==> src/rtl/pwcap_pkg.sv <==
package pwcap_pkg;
   localparam int EDGE_RISE = 0;
   localparam int EDGE_FALL = 1;
   localparam int NUM_EDGES = 2;
   typedef logic [NUM_EDGES-1:0] edge_vec_t;
endpackage

==> src/rtl/pwcap_sync_edge.sv <==
module pwcap_sync_edge #(
   parameter int STAGES = 2
) (
   input  logic clk,
   input  logic rst_n,
   input  logic sig_async,
   output logic rise_det,
   output logic fall_det
);
   generate
      if (STAGES < 2) begin : g_bad_stages
         $error("pwcap_sync_edge: STAGES must be at least 2");
      end
   endgenerate

   logic [STAGES-1:0] chain_q;
   logic              prev_q;
   logic              level;

   always_ff @(posedge clk or negedge rst_n) begin
      if (!rst_n) begin
         chain_q <= '0;
         prev_q  <= 1'b0;
      end else begin
         chain_q <= {chain_q[STAGES-2:0], sig_async};
         prev_q  <= level;
      end
   end

   assign level    = chain_q[STAGES-1];
   assign rise_det = level & ~prev_q;
   assign fall_det = ~level & prev_q;

   // an edge lasts one cycle, so the restart fires once per edge
   a_r1_single_rise: assert property (@(posedge clk) disable iff (!rst_n)
      rise_det |=> !rise_det);
   a_r1_single_fall: assert property (@(posedge clk) disable iff (!rst_n)
      fall_det |=> !fall_det);
endmodule

==> src/rtl/pwcap_counter.sv <==
module pwcap_counter #(
   parameter int W = 16
) (
   input  logic         clk,
   input  logic         rst_n,
   input  logic         clear,
   output logic [W-1:0] count,
   output logic         at_max
);
   generate
      if (W < 2) begin : g_bad_width
         $error("pwcap_counter: W must be at least 2");
      end
   endgenerate

   localparam logic [W-1:0] CMAX = {W{1'b1}};

   logic [W-1:0] cnt_q;

   always_ff @(posedge clk or negedge rst_n) begin
      if (!rst_n)             cnt_q <= '0;
      else if (clear)         cnt_q <= '0;
      else if (cnt_q != CMAX) cnt_q <= cnt_q + 1'b1;
   end

   assign count  = cnt_q;
   assign at_max = (cnt_q == CMAX);

   a_r1_restart: assert property (@(posedge clk) disable iff (!rst_n)
      clear |=> (count == '0));
   a_r1_saturate: assert property (@(posedge clk) disable iff (!rst_n)
      (at_max && !clear) |=> at_max);
   a_r1_step: assert property (@(posedge clk) disable iff (!rst_n)
      (!at_max && !clear) |=> (count == $past(count) + 1'b1));
endmodule

==> src/rtl/pwcap_history.sv <==
module pwcap_history #(
   parameter int W     = 16,
   parameter int DEPTH = 2
) (
   input  logic                      clk,
   input  logic                      rst_n,
   input  logic                      flush,
   input  logic                      cap,
   input  logic [W-1:0]              din,
   output logic [DEPTH-1:0][W-1:0]   slots
);
   generate
      if (DEPTH < 2) begin : g_bad_depth
         $error("pwcap_history: DEPTH must be at least 2");
      end
   endgenerate

   logic [DEPTH-1:0][W-1:0] slot_q;

   always_ff @(posedge clk or negedge rst_n) begin
      if (!rst_n) begin
         slot_q <= '0;
      end else if (flush) begin
         slot_q <= '0;
      end else if (cap) begin
         slot_q[0] <= din;
         for (int i = 1; i < DEPTH; i++) slot_q[i] <= slot_q[i-1];
      end
   end

   assign slots = slot_q;

   // newest capture lands in slot 0, older one moves down
   a_r2_newest: assert property (@(posedge clk) disable iff (!rst_n || flush)
      cap |=> (slots[0] == $past(din)));
   a_r3_shift: assert property (@(posedge clk) disable iff (!rst_n || flush)
      cap |=> (slots[1] == $past(slots[0])));
   a_r2_hold: assert property (@(posedge clk) disable iff (!rst_n || flush)
      !cap |=> $stable(slots));
endmodule

==> src/rtl/pwcap_evflag.sv <==
module pwcap_evflag #(
   parameter int VALID_AFTER = 2
) (
   input  logic clk,
   input  logic rst_n,
   input  logic flush,
   input  logic set,
   input  logic clr,
   input  logic clr_ovr,
   output logic flag,
   output logic ovr,
   output logic valid
);
   generate
      if (VALID_AFTER < 1) begin : g_bad_valid
         $error("pwcap_evflag: VALID_AFTER must be at least 1");
      end
   endgenerate

   localparam int VW = $clog2(VALID_AFTER + 1);
   localparam logic [VW-1:0] VTARGET = VW'(VALID_AFTER);

   logic          flag_q;
   logic          ovr_q;
   logic [VW-1:0] seen_q;

   always_ff @(posedge clk or negedge rst_n) begin
      if (!rst_n) begin
         flag_q <= 1'b0;
         ovr_q  <= 1'b0;
         seen_q <= '0;
      end else if (flush) begin
         flag_q <= 1'b0;
         ovr_q  <= 1'b0;
         seen_q <= '0;
      end else begin
         if (set)      flag_q <= 1'b1;
         else if (clr) flag_q <= 1'b0;
         if (set && flag_q) ovr_q <= 1'b1;
         else if (clr_ovr)  ovr_q <= 1'b0;
         if (set && seen_q != VTARGET) seen_q <= seen_q + 1'b1;
      end
   end

   assign flag  = flag_q;
   assign ovr   = ovr_q;
   assign valid = (seen_q == VTARGET);

   a_r4_set_wins: assert property (@(posedge clk) disable iff (!rst_n || flush)
      set |=> flag);
   a_r4_hold: assert property (@(posedge clk) disable iff (!rst_n || flush)
      (flag && !clr) |=> flag);
   a_r7_overrun: assert property (@(posedge clk) disable iff (!rst_n || flush)
      (set && flag) |=> ovr);
   a_r6_valid_sticky: assert property (@(posedge clk) disable iff (!rst_n || flush)
      valid |=> valid);
endmodule

==> src/rtl/pwcap_top.sv <==
module pwcap_top
   import pwcap_pkg::*;
#(
   parameter int CNT_W       = 16,
   parameter int HIST_DEPTH  = 2,
   parameter int SYNC_STAGES = 2,
   parameter int VALID_AFTER = 2,
   localparam int SEL_W      = $clog2(NUM_EDGES * HIST_DEPTH)
) (
   input  logic             clk,
   input  logic             rst_n,
   input  logic             soft_rst,
   input  logic             sig_in,
   input  logic [1:0]       irq_en,
   input  logic             clr_rise,
   input  logic             clr_fall,
   input  logic             clr_ovr,
   input  logic             clr_sat,
   input  logic [SEL_W-1:0] rd_sel,
   output logic [CNT_W-1:0] rd_data,
   output logic             rise_flag,
   output logic             fall_flag,
   output logic             rise_valid,
   output logic             fall_valid,
   output logic             rise_ovr,
   output logic             fall_ovr,
   output logic             sat_flag,
   output logic             irq
);
   generate
      if ((HIST_DEPTH & (HIST_DEPTH - 1)) != 0) begin : g_bad_hist
         $error("pwcap_top: HIST_DEPTH must be a power of two");
      end
   endgenerate

   edge_vec_t edge_det, clr_vec, flag_vec, ovr_vec, valid_vec;
   logic [CNT_W-1:0] count;
   logic             at_max;
   logic             sat_q;
   logic [NUM_EDGES-1:0][HIST_DEPTH-1:0][CNT_W-1:0] hist;

   pwcap_sync_edge #(.STAGES(SYNC_STAGES)) u_sync (
      .clk      (clk),
      .rst_n    (rst_n),
      .sig_async(sig_in),
      .rise_det (edge_det[EDGE_RISE]),
      .fall_det (edge_det[EDGE_FALL])
   );

   pwcap_counter #(.W(CNT_W)) u_cnt (
      .clk   (clk),
      .rst_n (rst_n),
      .clear (soft_rst | (|edge_det)),
      .count (count),
      .at_max(at_max)
   );

   assign clr_vec[EDGE_RISE] = clr_rise;
   assign clr_vec[EDGE_FALL] = clr_fall;

   for (genvar e = 0; e < NUM_EDGES; e++) begin : g_edge
      pwcap_history #(.W(CNT_W), .DEPTH(HIST_DEPTH)) u_hist (
         .clk  (clk),
         .rst_n(rst_n),
         .flush(soft_rst),
         .cap  (edge_det[e]),
         .din  (count),
         .slots(hist[e])
      );
      pwcap_evflag #(.VALID_AFTER(VALID_AFTER)) u_flag (
         .clk    (clk),
         .rst_n  (rst_n),
         .flush  (soft_rst),
         .set    (edge_det[e]),
         .clr    (clr_vec[e]),
         .clr_ovr(clr_ovr),
         .flag   (flag_vec[e]),
         .ovr    (ovr_vec[e]),
         .valid  (valid_vec[e])
      );
   end

   always_ff @(posedge clk or negedge rst_n) begin
      if (!rst_n)        sat_q <= 1'b0;
      else if (soft_rst) sat_q <= 1'b0;
      else if (at_max)   sat_q <= 1'b1;
      else if (clr_sat)  sat_q <= 1'b0;
   end

   assign rd_data    = hist[rd_sel[SEL_W-1]][rd_sel[SEL_W-2:0]];
   assign rise_flag  = flag_vec[EDGE_RISE];
   assign fall_flag  = flag_vec[EDGE_FALL];
   assign rise_valid = valid_vec[EDGE_RISE];
   assign fall_valid = valid_vec[EDGE_FALL];
   assign rise_ovr   = ovr_vec[EDGE_RISE];
   assign fall_ovr   = ovr_vec[EDGE_FALL];
   assign sat_flag   = sat_q;
   assign irq        = |(flag_vec & irq_en);

   // a saturated counter always leaves the flag set
   a_r8_sat_sticky: assert property (@(posedge clk) disable iff (!rst_n || soft_rst)
      at_max |=> sat_flag);
   // soft reset empties the measurement state
   a_r9_soft_clear: assert property (@(posedge clk) disable iff (!rst_n)
      soft_rst |=> (!rise_flag && !fall_flag && !rise_valid && !fall_valid && !sat_flag));
   // no request without an enabled pending flag
   a_r5_irq_source: assert property (@(posedge clk) disable iff (!rst_n)
      (!rise_flag && !fall_flag) |-> !irq);
endmodule

==> config.mk <==
export PLATFORM = sky130hd
export DESIGN_NAME = pwcap_top
export DESIGN_NICKNAME = d
export VERILOG_FILES = /design/src/rtl/pwcap_pkg.sv /design/src/rtl/pwcap_sync_edge.sv /design/src/rtl/pwcap_counter.sv /design/src/rtl/pwcap_history.sv /design/src/rtl/pwcap_evflag.sv /design/src/rtl/pwcap_top.sv
export SDC_FILE = /design/constraint.sdc
export NUM_CORES = 1
export LEC_CHECK = 0
export BUFFER_PORTS_ARGS = -buffer_cell sky130_fd_sc_hd__buf_2
export CAP_MARGIN = 25
export CORE_ASPECT_RATIO = 0.6
export CORE_MARGIN = 1.5
export CORE_UTILIZATION = 26
export DETAILED_ROUTE_END_ITERATION = 12
export PLACE_DENSITY = 0.4
export RECOVER_POWER = 100
export SLEW_MARGIN = 20
export SYNTH_ARGS = -nofsm -noshare
export SYNTH_HDL_FRONTEND = slang
export SYNTH_SLANG_ARGS = --single-unit
==> constraint.sdc <==
create_clock -name clk -period 3.5 [get_ports clk]
set_input_delay 0.35 -clock clk [delete_from_list [all_inputs] [get_ports clk]]
set_output_delay 0.35 -clock clk [all_outputs]
set_load 0.05 [all_outputs]
# Word level (Yosys, flattened, before mapping)
# Index checks and enable logic that the tools add are counted.
# Widths: inputs -> output; s select.
# op_classes
n_reduce_logical,16
mux,28
n_bitwise,6
n_eq_ne,6
add_sub_neg,3
n_lt_le_gt_ge,2
# ops
operator,count
$mux 32,6
$mux 16,4
$add 16x1->16 const B,1
$eq 16x16->1 const B,1
$ne 16x16->1 const B,1
$reduce_bool 3->1,5
$mux 1,14
$reduce_bool 2->1,5
$mux 2,4
$add 2x1->2 const B,2
$eq 2x2->1 const B,2
$logic_and 1x1->1,4
$lt 1x2->1 const B,2
$ne 2x2->1 const B,2
$reduce_or 2->1,2
$and 1x1->1,2
$and 2x2->2,1
$not 1->1,2
$or 1x1->1,1
# totals
wordCells,75
output_inout_bits,24
in_bits,12
reg_bits,92

# Logic depth before layout (Yosys ltp)
# depth
depth_word,5
mapped_depth,7
depth_no_buf,6

# Cells and area by module
# From an unflattened synthesis, not the netlist that was laid out.
# hier_totals
hier_cells,374
area_unflattened_um2,4580.6
# by_module_without_submodules
mod,area_each_um2,n_inst,cells_per_inst,seq_area_each_um2
pwcap_history,1323.8,2,103,800.8
pwcap_counter,943.4,1,99,400.4
pwcap_top,479.2,1,26,25.0
pwcap_evflag,210.2,2,19,100.1
pwcap_sync_edge,90.1,1,5,75.1

# Worst setup path after synthesis
# Ideal clock, no wire load.
# synth_timing
kind,input to output
from,input port rd_sel[1]
to,output port rd_data[10]
path_buffers,2
required_ns,3.150
arrival_time_ns,1.567
setup_slack_ns,1.583
path_stages,3
cell_sequence,buf_2 > buf_2 > mux4_2
# synth_via
elab_chain_cells,4
# synth_rtl
element,line,rtl
start: declaration,pwcap_top.sv:19,"input logic [SEL_W-1:0] rd_sel,"
$mux 32 (not written as such) (2 in a row),pwcap_top.sv:90,assign rd_data = hist[rd_sel[SEL_W-1]][rd_sel[SEL_W-2:0]];
$mux 16 (not written as such) (2 in a row),pwcap_top.sv:90,
end: declaration,pwcap_top.sv:20,"output logic [CNT_W-1:0] rd_data,"
# No other way between the ends. The select of a mux whose other input is x is not followed.

# Worst setup path in the final report
# layout_timing
from,register u_sync.chain_q[1]
to,"register g_edge[1].u_hist.slot_q, in the netlist g_edge[1].u_hist.slots[26]"
# layout_via
elab_chain_cells,3
# layout_rtl
element,line,rtl
start: declaration,pwcap_sync_edge.sv:16,logic [STAGES-1:0] chain_q;
start signal: assignment,pwcap_sync_edge.sv:25,"chain_q <= {chain_q[STAGES-2:0], sig_async};"
$not 1->1,pwcap_sync_edge.sv:32,assign fall_det = ~level & prev_q;
$and 1x1->1,pwcap_sync_edge.sv:32,
$reduce_bool 2->1 (no source line),n/a,
end: declaration,pwcap_history.sv:18,logic [DEPTH-1:0][W-1:0] slot_q;
# No other way between the ends.
# A chain may end at the register's enable or synchronous reset.

==> key figures <==
Outcome
  – Run status: complete, but fails checks
  – Violated checks: capacitance limit, slew limit

Die
  – Die Height: 103.0 um
  – Core area: 16260 um^2
  – Initial core utilization: 26.66%
  – Die Area: 17480 um^2
  – I/O pins: 36
  – X dimension of the die: 169.7 um
  – # rows: 36

Timing
  – Hold slack: 0.1621 ns
  – Max_slew headroom: -30.25%
  – Final-report max-slew violation count: 60
  – Tightest Pin Transition: 1.954 ns
  – Fin crit share: 75.32%
  – Clock Skew: 0.008839 ns
  – Post-route setup TNS: 0 ns
  – Peak Freq: 379.3 MHz
  – Final Hold Vio Count: 0
  – Minimum clock period: 2.636 ns
  – Setup Viol. Count Final: 0
  – RSZ-0062 raised after global routing: false

Clock tree
  – CTS H-tree depth: 3
  – Num CTS Buffers: 9
  – Clock Pin Slew Worst Setup and Hold Paths: 0.06 ns
  – Clock net sink count: 92
  – Clk root buf: clkbuf_16
  – TritonCTS clock tree: built
  – Post-CTS sizing: 0
  – Clock Latency Late Sink: 0.34 ns
  – Clock Tree Buf Depth: 2

Route
  – Via/cell ratio: 4.530
  – Final WL: 9.919 mm
  – Final ANT Viol Nets: 0
  – Routed WL per cell: 15.79 um
  – TritonRoute pass-1 iters: 4
  – DRC violations left: 0
  – Vias: 2845
  – DR iter-0 viols: 187

Synthesis
  – Synth area leader: dfrtp_1
  – Mapped Avg Cell Area: 11.75 um^2
  – FFs w/ async S/R, synth: 100.0%
  – Ys flop type: dfrtp_1
  – Yosys reg bits: 92
  – Post-synth cell types: 41
  – Post-synth top area share: 53.10%
  – Synth top cells by count: 92 x dfrtp_1, 81 x nor2_1, 66 x mux2i_1, 16 x mux4_2, 11 x a21oi_1
  – Synth Warn #: 0
  – Top cells by area, synth: dfrtp_1 53%, mux2i_1 15%, mux4_2 8.3%
  – EDFF count, synth: 0
  – Syn Inst Count: 369
  – Mapped Area: 4335 um^2
  – Most common cell in the netlist: dfrtp_1
  – Register area share after synthesis: 53.10%
  – Syn Nets: 386

Finish
  – Fillers: 1666
  – Final cell count without fillers: 628
  – Share of post-route cells with drive strength above 1: 12.50%
  – Area grow syn2layout: 15.15%
  – Final #Nets: 412
  – Post-layout util: 30.70%
  – Ant. Diodes: 0

Pwr
  – Peak VDD IR: 0.2373 mV
  – Net Sw Power: 0.5299 mW
  – Sequential Power Share: 48.1%
  – Clk pwr share: 45.2%
  – Comb pwr share: 6.7%
  – Static leakage: 2.169 nW
  – Switching part of the total power: 23.61%
  – Power Dens Cells: 449.6 nW/um^2
  – Post-route total power: 2.244 mW
  – Pint: 1.714 mW

Setup path
  – CP Launch Type: register
  – WP data required: 3.70 ns
  – Arrival @ worst endpoint: 2.84 ns
  – Crit path kind: register to register
  – Crit. End Element: register
  – Crit-path max FO: 18

Global route
  – Number of global-route vias before repair: 2879
  – Largest net degree at the start of global routing: 44
  – GRT Total Usage: 12.58%
  – Remaining global-route overflow: 0
  – First-pass GRT wire length: 16.55 mm
  – Initial antenna violation count: 0

Placement
  – Port Buffers: 35
  – Gpl congestion: 0.7247
  – Placed Cells: 611
  – HPWL after detailed placement: 6.502 mm

Hold path
  – Hold Crit Class: input port to register

Run
  – Max_cap viols: 2
sequential cells by signal (all words and copies together) (netlist names):
name / flops
g_edge.u_flag.flag: 2
g_edge.u_flag.ovr: 2
g_edge.u_flag.seen_q: 4
g_edge.u_hist.slots: 64
sat_flag: 1
u_cnt.count: 16
u_sync.chain_q: 2
u_sync.prev_q: 1
critical path: stages (launching register included):
cell and delay, ns:
dfrtp_1 0.40, inv_1 0.06, ha_1 0.97, clkbuf_1 0.72, mux2i_1 0.27, nor2_1 0.06
worst paths after layout:
check	startpoint	end	slack, ns	cells past startpoint
max	u_sync.chain_q[1]$_DFF_PN0_	g_edge[1].u_hist.slots[26]$_DFFE_PN0P_	0.86	5
min	sig_in	u_sync.chain_q[0]$_DFF_PN0_	0.16	1
max reg2reg	u_sync.chain_q[1]$_DFF_PN0_	g_edge[1].u_hist.slots[26]$_DFFE_PN0P_	0.86	5
max in group asynchronous	rst_n	g_edge[0].u_hist.slots[4]$_DFFE_PN0P_	1.05	3
min in group asynchronous	rst_n	g_edge[1].u_flag.ovr$_DFFE_PN0P_	1.09	2
min reg2reg	u_sync.chain_q[0]$_DFF_PN0_	u_sync.chain_q[1]$_DFF_PN0_	0.35	0
stage by stage:
step / setup WS, ns / cell area, um^2
after floorplan: 1.583 / 4335
final: 0.8638 / 4992
after detailed placement: 1.391 / 4726
after CTS: 1.379 / 5047
after global routing: 0.5967 / 4992
after global placement: 1.393 / 4726
cells by family (layout without fill, tap and decap cells):
logic type	after synthesis	count (layout)	synth area share, %
adders and majority gates	5	5	1.443
xor gates and xnor gates	3	3	0.6062
and+or+nand+nor	118	118	12.81
AOI/OAI and AO/OA	32	32	4.502
muxes	82	82	23.55
buffers and inverters	37	68	3.983
DFF	92	92	53.10
power groups by stage:
stage	Clock (mW)	Sequential, mW	Combinational [mW]
floorplan	0	1.10	0.0921
global placement	0	1.10	0.156
detailed placement	0	1.10	0.157
global route	1.11	1.08	0.168
CTS	1.05	1.08	0.158
finish	1.01	1.08	0.151
layout by cell type (no fill, tap or decap), types with 3 or more instances in the layout:
cell | Yosys | routed
nor2_1 | 81 | 81
nor3_1 | 4 | 4
ha_1 | 5 | 5
a31oi_1 | 5 | 5
dfrtp_1 | 92 | 92
nand2_1 | 4 | 4
nand2b_1 | 4 | 4
a21oi_1 | 11 | 11
inv_1 | 10 | 10
nand4_1 | 3 | 3
mux4_2 | 16 | 16
clkbuf_16 | 0 | 9
o21ai_0 | 6 | 6
buf_2 | 5 | 10
or3_1 | 4 | 4
mux2i_1 | 66 | 66
buf_4 | 2 | 3
nand3_1 | 6 | 6
clkbuf_1 | 10 | 27
layout make-up:
cell class	instances	area, um^2	share of cell area (%)
sequential	92	2302	46.12
multi-input combinational	240	1852	37.09
tap	228	285.3	5.714
clock buffer	11	252.7	5.063
timing repair buffer	42	203.9	4.085
clock inverter	5	58.81	1.178
inverter	10	37.54	0.7519
per-layer routing:
layer	wire length, um	track usage [%]
met3	375	3.263
met2	4035	17.84
met4	70	3.676
met5	0	0
met1	5437	18.64
repair_timing:
item	in CTS	in global routing
buffers inserted	0	0
hold buffers	1	0
endpoints found under the hold margin	34	0
(Power assumes the default switching activity.)
